## src/rtl/trs_pkg.sv

```systemverilog
package trs_pkg;

    localparam int unsigned IOC_LINES   = 32;
    localparam int unsigned ROUTE_W     = $clog2(IOC_LINES);
    localparam int unsigned LEG_LINE_T0 = 2;
    localparam int unsigned LEG_LINE_T1 = 8;

    // where a single timer's interrupt ends up
    typedef enum logic [1:0] {
        DEST_ROUTED  = 2'd0,
        DEST_LEGACY  = 2'd1,
        DEST_MESSAGE = 2'd2
    } dest_kind_e;

    typedef struct packed {
        dest_kind_e           kind;
        logic [ROUTE_W-1:0]   line;
    } dest_t;

    function automatic int unsigned sel_width(int unsigned n);
        return (n > 1) ? $clog2(n) : 1;
    endfunction

    // Priority: legacy pinning of timers 0/1, then message path, then route.
    function automatic dest_t pick_dest(int unsigned idx, logic legacy,
                                        logic msg_ok, logic [ROUTE_W-1:0] stored);
        dest_t d;
        d.kind = DEST_ROUTED;
        d.line = stored;
        if (legacy && idx == 0) begin
            d.kind = DEST_LEGACY;
            d.line = ROUTE_W'(LEG_LINE_T0);
        end else if (legacy && idx == 1) begin
            d.kind = DEST_LEGACY;
            d.line = ROUTE_W'(LEG_LINE_T1);
        end else if (msg_ok) begin
            d.kind = DEST_MESSAGE;
        end
        return d;
    endfunction

endpackage

```

## src/rtl/trs_route_store.sv

```systemverilog
module trs_route_store
    import trs_pkg::*;
#(
    parameter int unsigned NUM_TIMERS = 4,
    parameter int unsigned SEL_W      = 2
) (
    input  logic                             clk,
    input  logic                             rst,
    input  logic                             wr_en_i,
    input  logic [SEL_W-1:0]                 wr_sel_i,
    input  logic [ROUTE_W-1:0]               wr_val_i,
    input  logic [NUM_TIMERS*IOC_LINES-1:0]  cap_i,
    input  logic [SEL_W-1:0]                 rd_sel_i,
    output logic [ROUTE_W-1:0]               rd_val_o,
    output logic [NUM_TIMERS*ROUTE_W-1:0]    routes_o
);

    logic [IOC_LINES-1:0] cap_a   [NUM_TIMERS];
    logic [ROUTE_W-1:0]   route_q [NUM_TIMERS];
    logic                 sel_ok;
    logic                 wr_ok;

    for (genvar g = 0; g < NUM_TIMERS; g++) begin : g_flat
        assign cap_a[g] = cap_i[g*IOC_LINES +: IOC_LINES];
        assign routes_o[g*ROUTE_W +: ROUTE_W] = route_q[g];
    end

    always_comb begin
        sel_ok = (int'(wr_sel_i) < int'(NUM_TIMERS));
        wr_ok  = 1'b0;
        if (wr_en_i && sel_ok) begin
            wr_ok = cap_a[wr_sel_i][wr_val_i];
        end
    end

    always_comb begin
        rd_val_o = '0;
        if (int'(rd_sel_i) < int'(NUM_TIMERS)) begin
            rd_val_o = route_q[rd_sel_i];
        end
    end

    always_ff @(posedge clk) begin
        if (rst) begin
            for (int t = 0; t < int'(NUM_TIMERS); t++) begin
                route_q[t] <= '0;
            end
        end else if (wr_ok) begin
            route_q[wr_sel_i] <= wr_val_i;
        end
    end

    assert_accept_R5: assert property (@(posedge clk) disable iff (rst)
        (wr_en_i && sel_ok && cap_a[wr_sel_i][wr_val_i])
            |=> (route_q[$past(wr_sel_i)] == $past(wr_val_i)));

    assert_reject_R6: assert property (@(posedge clk) disable iff (rst)
        (wr_en_i && sel_ok && !cap_a[wr_sel_i][wr_val_i])
            |=> (route_q[$past(wr_sel_i)] == $past(route_q[wr_sel_i])));

endmodule

```

## src/rtl/trs_dest_decode.sv

```systemverilog
module trs_dest_decode
    import trs_pkg::*;
#(
    parameter int unsigned NUM_TIMERS = 4
) (
    input  logic [NUM_TIMERS-1:0]          irq_i,
    input  logic                           legacy_i,
    input  logic [NUM_TIMERS-1:0]          msg_ok_i,
    input  logic [NUM_TIMERS*ROUTE_W-1:0]  routes_i,
    output logic [IOC_LINES-1:0]           ioc_o,
    output logic                           leg0_o,
    output logic                           leg8_o,
    output logic [NUM_TIMERS-1:0]          msg_active_o
);

    dest_t dest_a [NUM_TIMERS];

    for (genvar g = 0; g < NUM_TIMERS; g++) begin : g_dest
        assign dest_a[g] = pick_dest(g, legacy_i, msg_ok_i[g],
                                     routes_i[g*ROUTE_W +: ROUTE_W]);
        assign msg_active_o[g] = (dest_a[g].kind == DEST_MESSAGE);
    end

    // OR-combine every timer that lands on a controller input
    always_comb begin
        ioc_o  = '0;
        leg0_o = 1'b0;
        leg8_o = 1'b0;
        for (int t = 0; t < int'(NUM_TIMERS); t++) begin
            if (irq_i[t]) begin
                case (dest_a[t].kind)
                    DEST_ROUTED: ioc_o[dest_a[t].line] = 1'b1;
                    DEST_LEGACY: begin
                        ioc_o[dest_a[t].line] = 1'b1;
                        if (t == 0) leg0_o = 1'b1;
                        else        leg8_o = 1'b1;
                    end
                    default: ;
                endcase
            end
        end
    end

endmodule

```

## src/rtl/trs_msg_pulse.sv

```systemverilog
module trs_msg_pulse #(
    parameter int unsigned NUM_TIMERS = 4
) (
    input  logic                  clk,
    input  logic                  rst,
    input  logic [NUM_TIMERS-1:0] irq_i,
    input  logic [NUM_TIMERS-1:0] active_i,
    output logic [NUM_TIMERS-1:0] req_o
);

    logic [NUM_TIMERS-1:0] irq_prev_q;

    always_ff @(posedge clk) begin
        if (rst) begin
            irq_prev_q <= '0;
            req_o      <= '0;
        end else begin
            irq_prev_q <= irq_i;
            req_o      <= irq_i & ~irq_prev_q & active_i;
        end
    end

    for (genvar g = 0; g < NUM_TIMERS; g++) begin : g_chk
        assert_single_R8: assert property (@(posedge clk) disable iff (rst)
            req_o[g] |=> !req_o[g]);
        assert_needs_level_R8: assert property (@(posedge clk) disable iff (rst)
            req_o[g] |-> $past(irq_i[g]));
        assert_inactive_R9: assert property (@(posedge clk) disable iff (rst)
            !active_i[g] |=> !req_o[g]);
    end

endmodule

```

## src/rtl/timer_irq_router.sv

```systemverilog
module timer_irq_router
    import trs_pkg::*;
#(
    parameter int unsigned NUM_TIMERS = 4,
    parameter int unsigned SEL_W      = sel_width(NUM_TIMERS)
) (
    input  logic                             clk,
    input  logic                             rst,
    input  logic [NUM_TIMERS-1:0]            tmr_irq_i,
    input  logic                             legacy_en_i,
    input  logic                             route_wr_i,
    input  logic [SEL_W-1:0]                 route_wr_sel_i,
    input  logic [ROUTE_W-1:0]               route_wr_val_i,
    input  logic [NUM_TIMERS*IOC_LINES-1:0]  route_cap_i,
    input  logic [SEL_W-1:0]                 route_rd_sel_i,
    output logic [ROUTE_W-1:0]               route_rd_o,
    input  logic [NUM_TIMERS-1:0]            msg_en_i,
    input  logic [NUM_TIMERS-1:0]            msg_cap_i,
    output logic [IOC_LINES-1:0]             ioc_line_o,
    output logic                             leg_irq0_o,
    output logic                             leg_irq8_o,
    output logic [NUM_TIMERS-1:0]            msg_req_o
);

    logic [NUM_TIMERS*ROUTE_W-1:0] routes;
    logic [NUM_TIMERS-1:0]         msg_ok;
    logic [NUM_TIMERS-1:0]         msg_active;
    logic [IOC_LINES-1:0]          ioc_d;
    logic                          leg0_d;
    logic                          leg8_d;

    assign msg_ok = msg_en_i & msg_cap_i;

    trs_route_store #(
        .NUM_TIMERS (NUM_TIMERS),
        .SEL_W      (SEL_W)
    ) store_i (
        .clk      (clk),
        .rst      (rst),
        .wr_en_i  (route_wr_i),
        .wr_sel_i (route_wr_sel_i),
        .wr_val_i (route_wr_val_i),
        .cap_i    (route_cap_i),
        .rd_sel_i (route_rd_sel_i),
        .rd_val_o (route_rd_o),
        .routes_o (routes)
    );

    trs_dest_decode #(
        .NUM_TIMERS (NUM_TIMERS)
    ) decode_i (
        .irq_i        (tmr_irq_i),
        .legacy_i     (legacy_en_i),
        .msg_ok_i     (msg_ok),
        .routes_i     (routes),
        .ioc_o        (ioc_d),
        .leg0_o       (leg0_d),
        .leg8_o       (leg8_d),
        .msg_active_o (msg_active)
    );

    trs_msg_pulse #(
        .NUM_TIMERS (NUM_TIMERS)
    ) pulse_i (
        .clk      (clk),
        .rst      (rst),
        .irq_i    (tmr_irq_i),
        .active_i (msg_active),
        .req_o    (msg_req_o)
    );

    always_ff @(posedge clk) begin
        if (rst) begin
            ioc_line_o <= '0;
            leg_irq0_o <= 1'b0;
            leg_irq8_o <= 1'b0;
        end else begin
            ioc_line_o <= ioc_d;
            leg_irq0_o <= leg0_d;
            leg_irq8_o <= leg8_d;
        end
    end

    assert_legacy_t0_R2: assert property (@(posedge clk) disable iff (rst)
        (legacy_en_i && tmr_irq_i[0]) |=> (leg_irq0_o && ioc_line_o[LEG_LINE_T0]));

    if (NUM_TIMERS > 1) begin : g_t1
        assert_legacy_t1_R3: assert property (@(posedge clk) disable iff (rst)
            (legacy_en_i && tmr_irq_i[1]) |=> (leg_irq8_o && ioc_line_o[LEG_LINE_T1]));
    end

    assert_legacy_quiet_R4: assert property (@(posedge clk) disable iff (rst)
        !legacy_en_i |=> (!leg_irq0_o && !leg_irq8_o));

    assert_idle_lines_R4: assert property (@(posedge clk) disable iff (rst)
        (tmr_irq_i == '0) |=> (ioc_line_o == '0 && !leg_irq0_o && !leg_irq8_o && msg_req_o == '0));

endmodule

```

## config.mk

```make
export PLATFORM = sky130hd
export DESIGN_NAME = timer_irq_router
export DESIGN_NICKNAME = d
export VERILOG_FILES = /design/src/rtl/trs_pkg.sv /design/src/rtl/trs_route_store.sv /design/src/rtl/trs_dest_decode.sv /design/src/rtl/trs_msg_pulse.sv /design/src/rtl/timer_irq_router.sv
export SDC_FILE = /design/constraint.sdc
export NUM_CORES = 1
export LEC_CHECK = 0
export BUFFER_PORTS_ARGS = -buffer_cell sky130_fd_sc_hd__buf_4
export CAP_MARGIN = 30
export CORE_MARGIN = 1.5
export CORE_UTILIZATION = 40
export CTS_CLUSTER_SIZE = 25
export DETAILED_ROUTE_END_ITERATION = 12
export PLACE_DENSITY = 0.69
export SETUP_SLACK_MARGIN = 0.1
export SLEW_MARGIN = 20
export SYNTH_ARGS = -nofsm -noshare
export SYNTH_HDL_FRONTEND = slang
export SYNTH_HIERARCHICAL = 1
export SYNTH_SLANG_ARGS = --single-unit
export TNS_END_PERCENT = 1
```

## constraint.sdc

```tcl
create_clock -name clk -period 5.1 [get_ports clk]
set_clock_uncertainty 0.2 [all_clocks]
set_input_delay 0.255 -clock clk [delete_from_list [all_inputs] [get_ports clk]]
set_output_delay 0.255 -clock clk [all_outputs]
set_load 0.05 [all_outputs]
```

# Word-level counts from Yosys, hierarchy flattened
# Memory sizes are Yosys's and may differ from the RTL's.
# Index checks and enable logic that the tools add are counted.
classes:
  n_mul: 0
  div_mod_pow: 0
  muxes: 45
  n_reduce_logical: 14
  shifts: 0
  n_addsub: 0
  order_cmp: 10
  n_bitwise: 9
  n_eq_ne: 8
op_table:
  columns: ["op", "n"]
  rows:
  - ["$mux 32", 10]
  - ["$or 32x32->32", 3]
  - ["$bmux 32 s2", 1]
  - ["$lt 5x6->1 const B", 5]
  - ["$demux 1 s5", 4]
  - ["$ge 5x1->1 const B", 4]
  - ["$mux 1", 19]
  - ["$mux 5", 3]
  - ["$mux 2", 7]
  - ["$and 4x4->4", 3]
  - ["$reduce_or 2->1", 5]
  - ["$eq 2x1->1 const B", 4]
  - ["$eq 2x2->1 const B", 4]
  - ["$logic_not 2->1", 4]
  - ["$bmux 1 s5", 1]
  - ["$reduce_or 5->1", 1]
  - ["$logic_and 1x1->1", 4]
  - ["$not 4->4", 1]
  - ["$ge 3x3->1 const B", 1]
  - ["$not 2->3", 1]
  - ["$not 1->1", 1]
word_totals:
  mem_bits_ro: 0
  latch_bits: 0
  word_cells: 92
  out_inout_bits: 43
  mem_bits_rw: 20
  reg_bits: 42
  input_bits: 153
  n_memories: 1
memory_table:
  columns: ["name", "words", "width", "read_ports", "rd_clocked_by_memory_dff", "write_ports", "line", "text"]
  rows:
  - ["store_i.route_q", 4, 5, 5, 0, 4, "trs_route_store.sv:19", "logic [ROUTE_W-1:0] route_q [NUM_TIMERS];"]

# Longest topological paths before layout
# An unclocked memory read counts as a cell.
depth:
  word_depth: 17
  mapped_depth: 11

# Hierarchy
# Netlist, hierarchy kept.
by_module_without_submodules:
  columns: ["mod", "n_inst", "area_per_inst_um2", "cells_each"]
  rows:
  - ["trs_route_store", 1, 2165.8, 189]
  - ["trs_dest_decode", 1, 1094.8, 141]
  - ["timer_irq_router", 1, 962.2, 75]
  - ["trs_msg_pulse", 1, 245.2, 16]

# Worst setup path after synthesis
# OpenSTA, ideal clock, no wires.
synth_path:
  kind: "in2reg"
  start: "input port route_wr_sel_i[0]"
  end: "memory store_i/route_q[0][0] (netlist bit), enable pin"
  path_buffers: 2
  slack_ps: 2554
  cell_stages: 7
  t_arrival_ps: 2079
  required_time_ps: 4634
  path_cell_list: "buf_6 mux4_2 mux2_2 a2111o_1 a32oi_2 buf_6 o21bai_2"
synth_rtl:
  columns: ["element", "line", "text"]
  rows:
  - ["start, declared", "timer_irq_router.sv:12", "input logic [SEL_W-1:0] route_wr_sel_i,"]
  - ["end, declared", "trs_route_store.sv:19", null]

==> impl_metrics.tcl <==
set metrics [dict create \
    synth_async_sr_flop_share_pct 0 \
    pin_count 196 \
    r2r-start "store_i/route_q[0][1]" \
    critical_path.max_fanout 40 \
    timing.critical_path.required_ps 4950 \
    reg2reg_setup_slack_ps 3260 \
    finalHoldViolations 0 \
    met1_track_demand_over_resource_in_global_routing_pct 27.3 \
    cts.sink_count 62 \
    worstHoldPathCells 2 \
    num_antenna_cells 0 \
    ys.warnings.count 6 \
    finalWirelength_mm 14.2 \
    hp-class "input pin to flip-flop" \
    avgSynthCellArea_um2 10.6 \
    cts.path.max_buffers 2 \
    cp_endpoint_kind "flip-flop" \
    synth_edf_count 20 \
    post_cts.resized_instances 0 \
    synthFlopType "dfxtp_1" \
    netlist_top_cells_area "dfxtp_1 (19%), edfxtp_1 (13%), mux4_2 (6.6%), mux4_1 (6.5%), o221ai_1 (6.3%)" \
    r2r_end "ioc_line_o[30]" \
    number_of_search_and_repair_iterations_in_the_first_detailed_routing_pass 6 \
    clkTransAtPathRegs_ps 60 \
    postSynthNetCount 574 \
    grt_pass1_wl_mm 22.3 \
    post-route-drc-count 0 \
    postSynthRegisterBits 62 \
    track_usage_pct 24.9 \
    ys_seq_area_share_pct 32.3 \
    drt_iter0_markers 172 \
    grtUsageMet2_pct 45.6 \
    tritoncts_clock_tree "yes" \
    drive_gt1_share_pct 42.8 \
    detailroute.via_count 4378 \
    setup_viol 0 \
    synth_area_mm2 0.00447 \
    setup_repair_after_global_routing_missed_its_margin "no" \
    grt_antenna_before_repair 0 \
    globalRoute.busiestLayer "met2" \
    post-synth-top-area-fraction_pct 18.8 \
    max-cap-violations 0 \
    cts.root.buffer_cell "clkbuf_8" \
    slew_viol_final 0 \
    setup_total_negative_slack_ps 0 \
    element_type_at_the_critical_path_start "input pin" \
    r2r.worst_path.cells 4 \
    result_of_the_run "finished clean" \
    arrival_ps 3110 \
    power.density_mw_per_mm2 226 \
    grt_start_max_net_pins 55 \
    post_drt_wl_per_cell_um 19.0 \
    via_count_normalized_by_instance_count 5.86 \
    dp.final_hpwl_mm 11.4 \
    gp_congestion 0.923 \
    area_growth_pct 38.3 \
    die_area_mm2 0.0118 \
    die_width_um 109 \
    layout_worst_path_cycle_share_pct 64.0 \
    syn_inst 421 \
    die_height_um 109 \
    ir_drop_mv 0.159 \
    place.port_buffers 195 \
    hold_end "ioc_line_o[5]" \
    tightestPinTransition_ps 989 \
    placeableCoreArea_mm2 0.0109 \
    later_pin_clock_latency_in_the_skew_report_ps 350 \
    max-slew-margin-rel_pct 34.1 \
    rows 38 \
    num-nets-final 755 \
    min_from "rst" \
    fmax_mhz 307 \
    final_critical_path_setup_slack_ps 1840 \
    place_ws_ps 1450 \
    cts_post_setup_buffers_inserted 0 \
    first_global_vias 4413 \
    hold_buffers 4 \
    cts_buffers 9 \
    final.min_clock_period_ps 3260 \
    synth_common_cells "dfxtp_1 (42), nor2b_1 (40), a22oi_1 (36)" \
    antenna_nets_post_route 0 \
    gr_ovfl_total 0 \
    largest_area_contributor_in_the_synthesized_netlist "dfxtp_1" \
    most_frequently_used_cell_type_in_the_post_synthesis_netlist "dfxtp_1" \
    static_leakage_nw 2.58 \
    htree_levels 3 \
    grt_use_met3_pct 5.38 \
    crit_type "input pin to flip-flop" \
    floorplan.initialDensity_pct 41.0 \
    netlist-cell-type-count 51 \
]
## worst max-delay path, stage by stage
cell,delay [ps]
buf_4,460
mux4_1,610
mux2_2,270
a2111o_1,450
a32oi_2,820
o21bai_2,220
## through the flow
step	power, mW	area (um^2)	hold WS, ps	instances	utilization [%]
final	1.40	6180	146	747	56.8
after global routing	1.46	6180	186	747	56.8
after CTS	1.41	6180	140	747	56.8
after detailed placement	0.940	5930	328	727	54.4
after global placement	0.934	5930	318	727	54.4
after floorplan	0.787	4470	197	421	-
## layout by cell type, fill, tap and decap left out, drive strengths merged, types with 5 or more instances in the layout
cell type	count
nor3	22
clkbuf	10
mux4	24
edfxtp	20
nor2b	40
nor3b	11
a22oi	36
buf	197
o221ai	32
and3b	6
and2	7
and2b	10
nand2b	9
and4bb	6
nor2	15
nand3b	7
nand2	18
o21bai	5
nand3	16
dfxtp	42
mux2i	27
## report_power, final
part / internal [mW] / total [mW] / switching [mW]
clock network: 0.274 / 0.464 / 0.190
logic: 0.185 / 0.372 / 0.187
registers: 0.533 / 0.561 / 0.0278
total: 0.992 / 1.40 / 0.405
## registers in the layout, indices dropped and copies added (netlist names)
name                cells
leg_irq8_o              1
ioc_line_o             32
pulse_i/req_o           4
leg_irq0_o              1
store_i/route_q        20
pulse_i/irq_prev_q      4
## worst max-delay path by stage
stage	startpoint	endpoint	slack (ps)	depth (start not counted)
6_report	route_wr_sel_i[0]	store_i/route_q[0][1]	1840	6
5_1_grt	route_wr_sel_i[0]	store_i/route_q[0][1]	1690	6
4_1_cts	route_wr_sel_i[0]	store_i/route_q[1][0]	1830	6
3_5_place_dp	route_wr_sel_i[0]	store_i/route_q[1][2]	1450	6
3_3_place_gp	route_wr_sel_i[0]	store_i/route_q[0][4]	1550	6
2_1_floorplan	route_wr_sel_i[0]	store_i/route_q[0][0]	2550	7
## area by class of cell
cell class | instances | area (um^2)
Multi-Input combinational cell | 326 | 2820
Fill cell | 951 | 4710
Clock buffer | 10 | 128
Sequential cell | 62 | 1440
Tap cell | 140 | 175
Timing Repair Buffer | 201 | 1520
Inverter | 2 | 7.51
Clock inverter | 6 | 86.3
## metal layers
layer	share of wire, %	vias to the layer above
li1	-	2043
met1	38	2046
met2	51	249
met3	7.1	40
met4	3.8	0
met5	0	-
## cells by family after synthesis
| group | share of synthesized area (%) |
|---|---|
| flip-flops | 32.3 |
| AND/OR/NAND/NOR | 26.6 |
| AO/OA/AOI/OAI | 17.0 |
| multiplexers | 19.6 |
| buffers and inverters | 4.56 |
No activity file was read; power rests on OpenSTA's default activity.
